**src/rtl/idiv_pkg.sv**
```systemverilog
package idiv_pkg;
  typedef struct packed {
    logic negate;
    logic sgn;
    logic ext;
    logic modulus;
    logic word;
  } idiv_flags_t;
endpackage

```
**src/rtl/idiv_ctrl.sv**
```systemverilog
module idiv_ctrl #(
  parameter int STEPS = 64
) (
  input  logic clk,
  input  logic rst,
  input  logic in_valid,
  output logic in_ready,
  output logic load,
  output logic step,
  output logic fin,
  output logic out_valid
);
  localparam int CW = $clog2(STEPS);
  localparam logic [CW-1:0] LAST = CW'(STEPS - 1);

  logic          busy_q, fin_q, vld_q;
  logic [CW-1:0] cnt_q;

  assign in_ready  = !busy_q;
  assign load      = in_valid && !busy_q;
  assign step      = busy_q;
  assign fin       = fin_q;
  assign out_valid = vld_q;

  always_ff @(posedge clk) begin
    if (rst) begin
      busy_q <= 1'b0;
      fin_q  <= 1'b0;
      vld_q  <= 1'b0;
      cnt_q  <= '0;
    end else begin
      vld_q <= fin_q;
      fin_q <= busy_q && (cnt_q == LAST);
      if (load) begin
        busy_q <= 1'b1;
        cnt_q  <= '0;
      end else if (busy_q) begin
        if (cnt_q == LAST) busy_q <= 1'b0;
        else               cnt_q  <= cnt_q + 1'b1;
      end
    end
  end

  AST_BUSY_IGNORES_START: assert property (@(posedge clk) disable iff (rst)
    (busy_q && in_valid && cnt_q != LAST) |=> (busy_q && cnt_q == $past(cnt_q) + 1'b1));
  AST_FIN_TO_VALID: assert property (@(posedge clk) disable iff (rst)
    fin_q |=> vld_q);
  AST_VALID_PULSE: assert property (@(posedge clk) disable iff (rst)
    vld_q |=> !vld_q);
endmodule

```
**src/rtl/idiv_core.sv**
```systemverilog
module idiv_core
  import idiv_pkg::*;
#(
  parameter int DW = 64
) (
  input  logic          clk,
  input  logic          rst,
  input  logic          load,
  input  logic          step,
  input  logic          fin,
  input  logic [DW-1:0] dividend,
  input  logic [DW-1:0] divisor,
  input  idiv_flags_t   flags_in,
  output logic [DW-1:0] quo,
  output logic [DW-1:0] rem,
  output logic          dvs_zero,
  output logic          pre_ovf,
  output idiv_flags_t   flags_q
);
  localparam int HW = DW / 2;

  logic [DW:0]   rem_q;
  logic [DW-1:0] num_q, dvs_q;
  logic          zero_q, povf_q;
  idiv_flags_t   fl_q;

  logic [DW-1:0] num_init, rem_init, dvs_init;
  always_comb begin
    if (flags_in.word) begin
      dvs_init = {{HW{1'b0}}, divisor[HW-1:0]};
      rem_init = '0;
      num_init = flags_in.ext ? {dividend[HW-1:0], {HW{1'b0}}}
                              : {{HW{1'b0}}, dividend[HW-1:0]};
    end else begin
      dvs_init = divisor;
      rem_init = flags_in.ext ? dividend : '0;
      num_init = flags_in.ext ? '0 : dividend;
    end
  end

  logic [DW:0] r2, diff;
  logic        ge;
  always_comb begin
    r2   = {rem_q[DW-1:0], num_q[DW-1]};
    ge   = r2 >= {1'b0, dvs_q};
    diff = r2 - {1'b0, dvs_q};
  end

  always_ff @(posedge clk) begin
    if (load) begin
      rem_q  <= {1'b0, rem_init};
      num_q  <= num_init;
      dvs_q  <= dvs_init;
      zero_q <= (dvs_init == '0);
      povf_q <= !flags_in.word && flags_in.ext && (dividend >= divisor);
      fl_q   <= flags_in;
    end else if (step) begin
      rem_q <= ge ? diff : r2;
      num_q <= {num_q[DW-2:0], ge};
    end
  end

  assign quo      = num_q;
  assign rem      = rem_q[DW-1:0];
  assign dvs_zero = zero_q;
  assign pre_ovf  = povf_q;
  assign flags_q  = fl_q;

  AST_REM_BELOW_DIVISOR: assert property (@(posedge clk) disable iff (rst)
    (fin && !zero_q && !povf_q) |-> (rem_q < {1'b0, dvs_q}));
endmodule

```
**src/rtl/idiv_fixup.sv**
```systemverilog
module idiv_fixup
  import idiv_pkg::*;
#(
  parameter int DW = 64
) (
  input  logic [DW-1:0] quo,
  input  logic [DW-1:0] rem,
  input  logic          dvs_zero,
  input  logic          pre_ovf,
  input  idiv_flags_t   flags,
  output logic [DW-1:0] result
);
  localparam int HW = DW / 2;
  localparam logic [DW-1:0] LIM_W = DW'(1) << (HW - 1);
  localparam logic [DW-1:0] LIM_D = DW'(1) << (DW - 1);

  logic          ovf;
  logic [DW-1:0] lim, base, signed_v;

  always_comb begin
    lim = flags.word ? LIM_W : LIM_D;
    if (flags.sgn)
      ovf = (quo > lim) || (quo == lim && !flags.negate);
    else
      ovf = flags.word && (quo[DW-1:HW] != '0);

    base     = flags.modulus ? rem : quo;
    signed_v = flags.negate ? (~base + 1'b1) : base;
    if (flags.word && !flags.modulus)
      signed_v[DW-1:HW] = '0;

    if (dvs_zero || pre_ovf || (ovf && !flags.modulus))
      result = '0;
    else
      result = signed_v;
  end
endmodule

```
**src/rtl/idiv64.sv**
```systemverilog
module idiv64
  import idiv_pkg::*;
#(
  parameter int DW = 64
) (
  input  logic          clk,
  input  logic          rst,
  input  logic          in_valid,
  output logic          in_ready,
  input  logic [DW-1:0] in_dividend,
  input  logic [DW-1:0] in_divisor,
  input  logic          in_negate,
  input  logic          in_signed,
  input  logic          in_extended,
  input  logic          in_modulus,
  input  logic          in_word,
  output logic          out_valid,
  output logic [DW-1:0] out_result
);
  localparam int HW = DW / 2;

  logic          load, step, fin;
  logic [DW-1:0] quo, rem, fix_res;
  logic          dvs_zero, pre_ovf;
  idiv_flags_t   flags_in, flags_q;
  logic [DW-1:0] res_q;

  assign flags_in = '{negate: in_negate, sgn: in_signed, ext: in_extended,
                      modulus: in_modulus, word: in_word};

  idiv_ctrl #(.STEPS(DW)) u_ctrl (
    .clk(clk), .rst(rst), .in_valid(in_valid), .in_ready(in_ready),
    .load(load), .step(step), .fin(fin), .out_valid(out_valid)
  );

  idiv_core #(.DW(DW)) u_core (
    .clk(clk), .rst(rst), .load(load), .step(step), .fin(fin),
    .dividend(in_dividend), .divisor(in_divisor), .flags_in(flags_in),
    .quo(quo), .rem(rem), .dvs_zero(dvs_zero), .pre_ovf(pre_ovf),
    .flags_q(flags_q)
  );

  idiv_fixup #(.DW(DW)) u_fix (
    .quo(quo), .rem(rem), .dvs_zero(dvs_zero), .pre_ovf(pre_ovf),
    .flags(flags_q), .result(fix_res)
  );

  always_ff @(posedge clk) begin
    if (rst)      res_q <= '0;
    else if (fin) res_q <= fix_res;
  end
  assign out_result = res_q;

  AST_ZERO_DIVISOR: assert property (@(posedge clk) disable iff (rst)
    (out_valid && $past(dvs_zero)) |-> (out_result == '0));
  AST_WORD_UPPER_CLEAR: assert property (@(posedge clk) disable iff (rst)
    (out_valid && $past(flags_q.word && !flags_q.modulus)) |-> (out_result[DW-1:HW] == '0));
  AST_EXT_OVERFLOW: assert property (@(posedge clk) disable iff (rst)
    (out_valid && $past(pre_ovf)) |-> (out_result == '0));
endmodule

```
**config.mk**
```make
export PLATFORM = sky130hd
export DESIGN_NAME = idiv64
export DESIGN_NICKNAME = d
export VERILOG_FILES = /design/src/rtl/idiv_pkg.sv /design/src/rtl/idiv_ctrl.sv /design/src/rtl/idiv_core.sv /design/src/rtl/idiv_fixup.sv /design/src/rtl/idiv64.sv
export SDC_FILE = /design/constraint.sdc
export NUM_CORES = 1
export LEC_CHECK = 0
export BUFFER_PORTS_ARGS = -buffer_cell sky130_fd_sc_hd__buf_2
export CAP_MARGIN = 25
export CORE_AREA = 2 2 145 254
export CTS_CLUSTER_DIAMETER = 120
export CTS_CLUSTER_SIZE = 40
export DETAILED_ROUTE_END_ITERATION = 16
export DIE_AREA = 0 0 147 256
export HOLD_SLACK_MARGIN = 0.03
export PLACE_DENSITY = 0.75
export SYNTH_ARGS = -nofsm -noshare
export SYNTH_HDL_FRONTEND = slang
export SYNTH_SLANG_ARGS = --single-unit
```
**constraint.sdc**
```tcl
create_clock -name clk -period 13.7 [get_ports clk]
set_input_delay 0 -clock clk [delete_from_list [all_inputs] [get_ports clk]]
set_output_delay 0 -clock clk [all_outputs]
set_load 0.1 [all_outputs]
```
# Word level (Yosys, flattened, before mapping)
# Index checks and enable logic that the tools add are counted.
dict set report op_classes {
  n_lt_le_gt_ge 3
  bitwise 2
  n_eq_ne 2
  n_reduce_logical 20
  n_mux 20
  n_addsub 3
}
# operator count
set op_table {}
lappend op_table {{2-to-1 mux 64 bit} 15}
lappend op_table {{greater-or-equal comparator 65 x 64 -> 1 bit} 1}
lappend op_table {{adder 64 x 1 -> 64 bit (second input constant)} 1}
lappend op_table {{== test 64 bit} 1}
lappend op_table {{greater-or-equal comparator 64 bit} 1}
lappend op_table {{> comparator 64 bit} 1}
lappend op_table {{logical NOT 64 bit} 1}
lappend op_table {{inverter 64 bit} 1}
lappend op_table {{subtractor 64 bit} 1}
lappend op_table {{2-to-1 mux 32 bit} 1}
lappend op_table {{nonzero test 32 bit} 1}
lappend op_table {{logical AND 1 bit} 8}
lappend op_table {{adder 6 x 1 -> 6 bit (second input constant)} 1}
lappend op_table {{== test 6 bit (second input constant)} 1}
lappend op_table {{logical NOT 1 bit} 4}
lappend op_table {{2-to-1 mux 1 bit} 4}
lappend op_table {{logical OR 1 bit} 3}
lappend op_table {{AND reduction 2 bit} 1}
lappend op_table {{nonzero test 2 bit} 1}
lappend op_table {{OR reduction 2 bit} 1}
lappend op_table {{inverter 1 bit} 1}
dict set report word_totals {
  output_inout_bits 66
  regBits 271
}

# Logic depth before layout (Yosys ltp)
# Gate-level depths: netlist of the first run.
dict set report logic_depth {
  depth_word 8
  mapped_depth 21
}

# By module
# From an unflattened synthesis of the first run, not the netlist that was laid out.
dict set report unflattened {
  hier_cells 2277
  hier_area_um2 20462.1
}
# mod area_per_inst_um2 instances seq_area_each_um2 cells_each
set modules_own_cells {}
lappend modules_own_cells {idiv_core 14402.6 1 5975.7 1518}
lappend modules_own_cells {idiv_fixup 3369.5 1 0.0 511}
lappend modules_own_cells {idiv64 2290.9 1 1281.2 206}
lappend modules_own_cells {idiv_ctrl 399.1 1 180.2 42}

# Worst setup path after synthesis of the first run
# OpenSTA, ideal clock, no wires.
dict set report synth_timing {
  path_type {flip-flop to flip-flop}
  from {register u_core.fl_q (netlist bit u_core.flags_q[1])}
  to {register res_q[54] (netlist: out_result[54])}
  setup_time_ns 0.131
  setup_slack_ns 8.717
  period_less_slack_ns 4.983
  path_stages_with_launch 22
  arrival_ns 4.852
  cell_sequence {edfxtp_1 buf_2 buf_4 buf_4 buf_4 buf_2 buf_2 buf_2 buf_2 buf_2 buf_2 mux2i_1 ha_1 o221ai_1 nor2_1 and4b_1 nand4_1 or3_1 or4_1 o21ai_0 xor2_1 o21ai_0}
}
dict set report synth_between {
  elab_chain_cells 6
  word_cells_on_any_way 10
  classes_between {add/sub: 1; mux: 4; bitwise: 1; reduce/logical: 4}
}
# item line
set synth_lines {}
lappend synth_lines {{start, declared} idiv_core.sv:25} ;# idiv_flags_t fl_q;
lappend synth_lines {{start signal, assigned} idiv_core.sv:56} ;# fl_q <= flags_in;
lappend synth_lines {{2-to-1 mux 64 bit} idiv_fixup.sv:27} ;# base = flags.modulus ? rem : quo;
lappend synth_lines {{inverter 64 bit} idiv_fixup.sv:28} ;# signed_v = flags.negate ? (~base + 1'b1) : base;
lappend synth_lines {{adder 64 x 1 -> 64 bit} idiv_fixup.sv:28}
lappend synth_lines {{2-to-1 mux 64 bit} idiv_fixup.sv:28}
lappend synth_lines {{2-to-1 mux 32 bit} idiv_fixup.sv:29} ;# if (flags.word && !flags.modulus)
lappend synth_lines {{2-to-1 mux 64 bit (*)} idiv_fixup.sv:32} ;# if (dvs_zero || pre_ovf || (ovf && !flags.modulus))
lappend synth_lines {{end signal, assigned} idiv64.sv:50} ;# else if (fin) res_q <= fix_res;
lappend synth_lines {{end, declared} idiv64.sv:26} ;# logic [DW-1:0] res_q;
# Mark *: on every way between the ends. The rest lies on a longest branch, timed or not.
# A chain may end at the register's enable or synchronous reset.

# Worst setup path in the final report of the first run
dict set report layout_timing {
  from {register u_core.fl_q (netlist bit u_core.flags_q[1])}
  to {register res_q[58] (netlist: out_result[58])}
}
# Same word-level chain as after synthesis.

==> flow_summary.yaml, run 1 <==
worst_setup_path:
  cp-end-kind: "register"
  startpoint: "u_core.flags_q[1]"
  max_stage_delay_ns: 0.78
  cp_data_arrival_time_ns: 4.82
  path_class: "reg2reg"
  slowest_stage: "buf_4"
  path_buf_inv: 2
  crit_family: "simple AND/OR/NAND/NOR gates"
  worstPathMaxFanout: 73
  reg2reg_to: "out_result[58]"
  r2r_start: "u_core.flags_q[1]"
  crit_path_end: "out_result[58]"
  r2r_setup_slack_ns: 9.24
  worstSetupStartpointType: "register"
  cp.depth: 12
  crit_chain: "buf_4 > buf_4 > nand2b_1 > o32a_1 > o21bai_1 > nor3b_1 > nand4_1 > or3_1 > or4_1 > o21ai_0 > xnor2_1 > o21ai_0"
  cp.required_ns: 14.06
  r2r_cells: 12
clock_tree:
  post_cts_buffers: 0
  hold_buffers: 132
  h-tree-depth: 1
  clk_latency_ns: 0.54
  clockBufferDepth: 3
  clockRootBuffer: "clkbuf_16"
  cts.repair.resized: 0
  clock-sinks: 271
  clk_pin_slew_ns: 0.16
  cts_tree: "done"
  cts_buffers: 10
placement:
  dpl.hpwl_mm: 54.9
  gp_congestion: 1.02
  dpl_cell_area_sq_um: 20700
  io_buffers: 201
timing:
  grt_setup_unrepaired: "no"
  slew_viol_final: 0
  hold_viol: 0
  finalWorstPathRequiredPeriod_ns: 4.46
  max-slew-margin-rel: 0.296
  setup_viol: 0
  min_period_over_period: 0.325
  tns_ns: 0
  worst_pin_slew_ns: 1.05
  hold_ws_ns: 0.115
  fin_skew_ns: 0.0505
  fmax_mhz: 224
synth:
  seq_area_frac_synth: 0.382
  synth_nets: 2522
  syn_area_per_cell_sq_um: 8.61
  yosysWarnings: 0
  synth_edf_count: 198
  ys.flop_type: "edfxtp_1"
  synth_area_sq_um: 19400
  syn_inst: 2253
  ys_ff_latch: 271
  yosysUniqueCellTypes: 79
  async_flop_share: 0
grt:
  grt_pass1_vias: 17900
  grt_pass1_wl_mm: 107
  grt_max_degree: 109
  gr-usage-all-layers: 0.374
  grt_antenna_before_repair: 1
  grt-ovfl-total: 0
floorplanning:
  start_util: 0.543
  die_h_um: 256
  num_io_pins: 202
  core.rowCount: 92
  die_w_um: 147
  die-area_sq_um: 37600
  core_sq_um: 35700
status:
  status: "finished, final reports clean"
job:
  drv_cap: 0
route:
  vias: 18800
  vias_per_cell: 6.32
  wl_per_cell_um: 24.3
  wl_mm: 72.2
  ant_nets: 0
  drtIter0Drc: 2082
  firstDrtPassIters: 6
  post-route-drc-count: 0
final_layout:
  drive_gt1_frac: 0.111
  areaGrowthSynthToFinish_pct: 15.5
  fin_nets: 2767
  finalInstanceArea_sq_um: 22400
power_and_ir_drop:
  p_per_area_nw_per_um2: 164
  irDropWorstVdd_mv: 0.107
  p_leak_nw: 9.46
  power.total_mw: 3.67
worst_hold_path:
  hold_path_class: "in2reg"
==> stage by stage <==
stage          cells  worst slack (ns)  utilization
2_1_floorplan   2253              8.72            -
3_3_place_gp    2821              9.15        0.579
3_5_place_dp    2822              9.34        0.580
4_1_cts         2970              9.29        0.626
5_1_grt         2973              9.00        0.627
6_report        2974              9.24        0.627
==> cells in the final DEF (no fill, tap or decap), types with 7 or more instances in the layout <==
master,synthesis,layout
clkbuf_16,0,11
or3_1,18,18
buf_4,3,16
nand2_1,266,265
o21ai_1,8,8
or2_2,9,8
nand4_1,46,46
a22oi_1,33,33
a32oi_1,14,14
a211oi_1,16,16
buf_2,11,201
inv_1,151,150
nor2b_1,13,13
edfxtp_1,198,198
nor3_1,60,60
o211ai_1,10,10
nor3b_1,8,8
a31oi_1,11,11
nand2b_1,22,22
a21o_1,53,53
and4_1,7,7
o31ai_1,13,13
o21ai_0,188,188
nor2_1,178,175
xor2_1,43,43
nand3_1,36,36
dlygate4sd3_1,0,132
nor4_1,37,37
a21oi_1,196,195
o21bai_1,14,14
and3_1,10,10
mux2i_1,62,62
ha_1,132,132
xnor2_1,76,76
dfxtp_1,73,73
mux2_2,12,12
nand3b_1,35,35
==> state kept, by name, indices dropped and copies added, names as in the netlist <==
register,count
u_core.flags_q,4
u_ctrl.step,1
u_core.dvs_zero,1
u_ctrl.fin,1
u_core.dvs_q,64
u_core.quo,64
u_ctrl.out_valid,1
u_ctrl.cnt_q,6
u_core.rem_q,64
out_result,64
u_core.pre_ovf,1
==> layer usage <==
metal,wire length (um),GRT usage
met1,25800,0.447
met2,35000,0.639
met3,5780,0.0333
met4,5630,0.245
met5,0,0
==> report_power, final <==
group / internal (mW) / switching [mW] / total, mW
Sequential: 1.08 / 0.245 / 1.33
Combinational: 0.746 / 1.18 / 1.93
Clock: 0.152 / 0.261 / 0.413
==> worst min path at each step <==
stage	from	end	slack, ns	cells past startpoint
after floorplan	rst	u_ctrl.fin	0.08	1
after global placement	in_signed	u_core.flags_q[3]	0.18	1
after detailed placement	in_signed	u_core.flags_q[3]	0.18	1
after CTS	in_word	u_core.flags_q[0]	0.09	1
after global routing	in_word	u_core.flags_q[0]	0.12	1
final	in_word	u_core.flags_q[0]	0.11	1
==> worst register-to-register path, delay by kind of cell, from the launching register on <==
kind	cells	cell delay [ns]
buf+inv	2	1.28
compound gates	4	0.74
simple gates	5	1.76
xor+xnor	1	0.16
flops	1	0.36
==> logic make-up (layout without fill, tap and decap cells) <==
| logic type | after synthesis | in the layout | share of synthesized area |
|---|---|---|---|
| multiplexers | 74 | 74 | 0.0390 |
| AO/OA/AOI/OAI | 618 | 618 | 0.194 |
| other | 0 | 2 | 0 |
| adder cells (fa/ha/maj) | 133 | 133 | 0.0862 |
| XOR/XNOR | 119 | 119 | 0.0538 |
| AND/OR/NAND/NOR | 768 | 768 | 0.191 |
| flip-flops | 271 | 271 | 0.382 |
| buffers and inverters | 270 | 519 | 0.0536 |
==> synth_stat cells (all sizes together), types with 13 or more instances <==
cell / count / area [sq um]
a211oi: 16 / 120
a21o: 53 / 398
a21oi: 196 / 981
a22oi: 33 / 248
a32oi: 14 / 123
buf: 22 / 108
clkbuf: 97 / 364
dfxtp: 73 / 1460
edfxtp: 198 / 5950
ha: 132 / 1650
inv: 151 / 567
mux2i: 62 / 621
nand2: 266 / 998
nand2b: 22 / 138
nand3: 36 / 180
nand3b: 35 / 263
nand4: 46 / 288
nor2: 178 / 668
nor2b: 13 / 81.3
nor3: 61 / 317
nor4: 37 / 231
o21ai: 197 / 990
o21bai: 14 / 105
o31ai: 16 / 153
or3: 18 / 113
xnor2: 76 / 666
xor2: 43 / 377
==> area by class of cell <==
type | instances | area, sq um
Inverter | 151 | 572
Tap cell | 470 | 588
Sequential cell | 271 | 7410
Clock buffer | 15 | 290
Fill cell | 3084 | 13300
Multi-Input combinational cell | 1712 | 11000
Timing Repair Buffer | 352 | 2530
Clock inverter | 1 | 11.3
Antenna cell | 2 | 5.00
(Power assumes the default switching activity.)
==> run 2: changes to the inputs <==
Settings changed: ABC_AREA from default to 1, CORE_AREA 2 2 145 254 to 2 2 156 273, DIE_AREA 0 0 147 256 to 0 0 158 275, PLACE_DENSITY 0.75 to 0.74.
Clock period 13.7 ns to 4.6 ns, I/O delays scaled along.
==> flow_summary.yaml, run 2 <==
status:
  status: "finished, final reports clean"
synth:
  synth_xor_area_frac: 0.0265
  yosysWarnings: 0
  syn_area_per_cell_sq_um: 6.57
  synth_area_leader_cell: "edfxtp_1"
  synth_fa_ha_area_frac: 0.0744
  syn_inst: 3420
  ys_top_cells_by_count: "nand2_1, inv_1, nor2_1"
  synth_area_sq_um: 22500
  seq_area_frac_synth: 0.330
  async_flop_share: 0
  synth_compound_area_frac: 0.107
  synth_nets: 3689
  synth_edf_count: 198
  ys_ff_latch: 271
  yosysUniqueCellTypes: 48
  muxShareOfSynthArea: 0
  synth_top_family_by_area: "simple AND/OR/NAND/NOR gates"
  yosysTopAreaCellShare: 0.265
  yosysMostFrequentCell: "nand2_1"
  synthTopCellsByArea: "edfxtp_1, nand2_1, inv_1"
  ys.flop_type: "edfxtp_1"
  synthSimpleGateAreaFrac: 0.347
final_layout:
  fin_nets: 3956
  drive_gt1_frac: 0.0764
  finalInstanceArea_sq_um: 25500
  final_cell_mix: "nand2_1, inv_1, nor2_1"
  post-route-util: 0.617
  areaGrowthSynthToFinish_pct: 13.6
  layout_commonest_cell: "nand2_1"
placement:
  gp_congestion: 1.12
  dpl_cell_area_sq_um: 23800
  io_buffers: 201
  dpl.hpwl_mm: 72.3
job:
  drv_cap: 0
route:
  drtIter0Drc: 2707
  post-route-drc-count: 0
  vias_per_cell: 5.72
  wl_per_cell_um: 21.7
  ant_nets: 0
  vias: 24300
  wl_mm: 92.4
  firstDrtPassIters: 8
worst_hold_path:
  hold_path_class: "in2reg"
worst_setup_path:
  max_stage_delay_ns: 0.52
  path_class: "reg2reg"
  crit_chain: "ha_1 > nand2_1 > inv_1 > nand2_1 > nand2_1 > nand3b_1 > nand2_1 > nand2_1 > nand2_1 > nand3_2 > nand2_2 > buf_4 > nand3_1 > nand3_1 > nand2_1"
  worstSetupStartpointType: "register"
  slowest_stage: "edfxtp_1"
  cp.required_ns: 4.86
  cp_data_arrival_time_ns: 4.00
  cp-end-kind: "register"
  worstPathMaxFanout: 34
  path_common_cell: "nand2_1"
grt:
  grtUsageMet2: 0.677
  gr-usage-all-layers: 0.421
  grt_pass1_vias: 23600
  grt-ovfl-total: 0
  grtUsageMet3: 0.0636
  grt_pass1_wl_mm: 136
  grt_max_degree: 100
  grt_antenna_before_repair: 3
  gr-usage-met1: 0.461
  grt_busiest_layer: "met2"
clock_tree:
  clk_pin_slew_ns: 0.16
  cts_buffers: 11
  h-tree-depth: 1
  clockRootBuffer: "clkbuf_16"
  clock-sinks: 271
  cts.repair.resized: 0
  cts_tree: "done"
  hold_buffers: 132
  clockBufferDepth: 3
  clk_latency_ns: 0.55
  post_cts_buffers: 0
timing:
  min_period_over_period: 0.814
  worst_pin_slew_ns: 1.13
  grt_setup_unrepaired: "no"
  fin_skew_ns: 0.0569
  max-slew-margin-rel: 0.243
  finalWorstPathRequiredPeriod_ns: 3.75
  tns_ns: 0
  hold_ws_ns: 0.0545
  slew_viol_final: 0
  hold_viol: 0
  setup_viol: 0
  fmax_mhz: 267
power_and_ir_drop:
  power.total_mw: 12.6
  irDropWorstVdd_mv: 0.341
  p_per_area_nw_per_um2: 494
  p_leak_nw: 12.8
floorplanning:
  num_io_pins: 202
  core_sq_um: 41400
  die-area_sq_um: 43500
  core.rowCount: 99
  die_w_um: 158
  die_h_um: 275
  start_util: 0.543
-- run 2: cell count changes after synthesis, sizes merged, moves of 45 or more --
cell	change
mux2i	-62
a21o	-49
a21oi	-77
nand2	+885
xnor2	-45
nand3	+222
nor2	+156
inv	+387
-- run 2: worst max-delay path: cells and delay by family (launching register included) --
kind          cells  cell delay, ns
fa+ha+maj         1            0.41
flops             1            0.52
simple gates     12            1.97
buf+inv           2            0.52
-- run 2: path summary, 6_finish.rpt --
check	startpoint	to	slack, ns	cells after the start
worst min-delay path	in_word	u_core.dvs_q[46]	0.05	2
worst max register to register	u_core.rem_q[7]	u_core.rem_q[31]	0.85	15
worst min register to register	out_result[41]	out_result[41]	0.46	2
worst max-delay path	u_core.rem_q[7]	u_core.rem_q[31]	0.85	15
-- run 2: cell families (layout without fill, tap and decap cells) --
| kind of cell | Yosys count | after routing |
|---|---|---|
| simple gates | 1873 | 1873 |
| buf+inv | 642 | 913 |
| compound gates | 433 | 433 |
| flops | 271 | 271 |
| fa+ha+maj | 133 | 133 |
| xor+xnor | 68 | 68 |
| other cells | 0 | 6 |
-- run 2: area by class of cell --
type | count | area, sq um
multi-input combinational | 2507 | 12500
fill | 4118 | 15900
clock buffer | 14 | 287
sequential | 271 | 7410
tap | 555 | 694
inverter | 542 | 2030
clock inverter | 3 | 51.3
antenna | 6 | 15.0
timing repair buffer | 354 | 2540
-- run 2: per-layer routing --
metal	part of all wire	vias up
met5	0	-
met4	0.13	0
met3	0.085	505
met2	0.45	1416
met1	0.34	10900
li1	-	11500
-- run 2: through the flow --
stage               worst slack (ns)  cells
floorplan                      0.167   3420
global placement                1.06   4096
detailed placement              1.00   4096
CTS                            0.948   4245
global route                   0.729   4248
finish                         0.855   4252
-- run 2: power by group --
group	total, mW	internal, mW	switching (mW)
sequential	3.77	3.25	0.522
clock	1.33	0.472	0.857
combinational	7.52	2.36	5.16
total	12.6	6.08	6.54
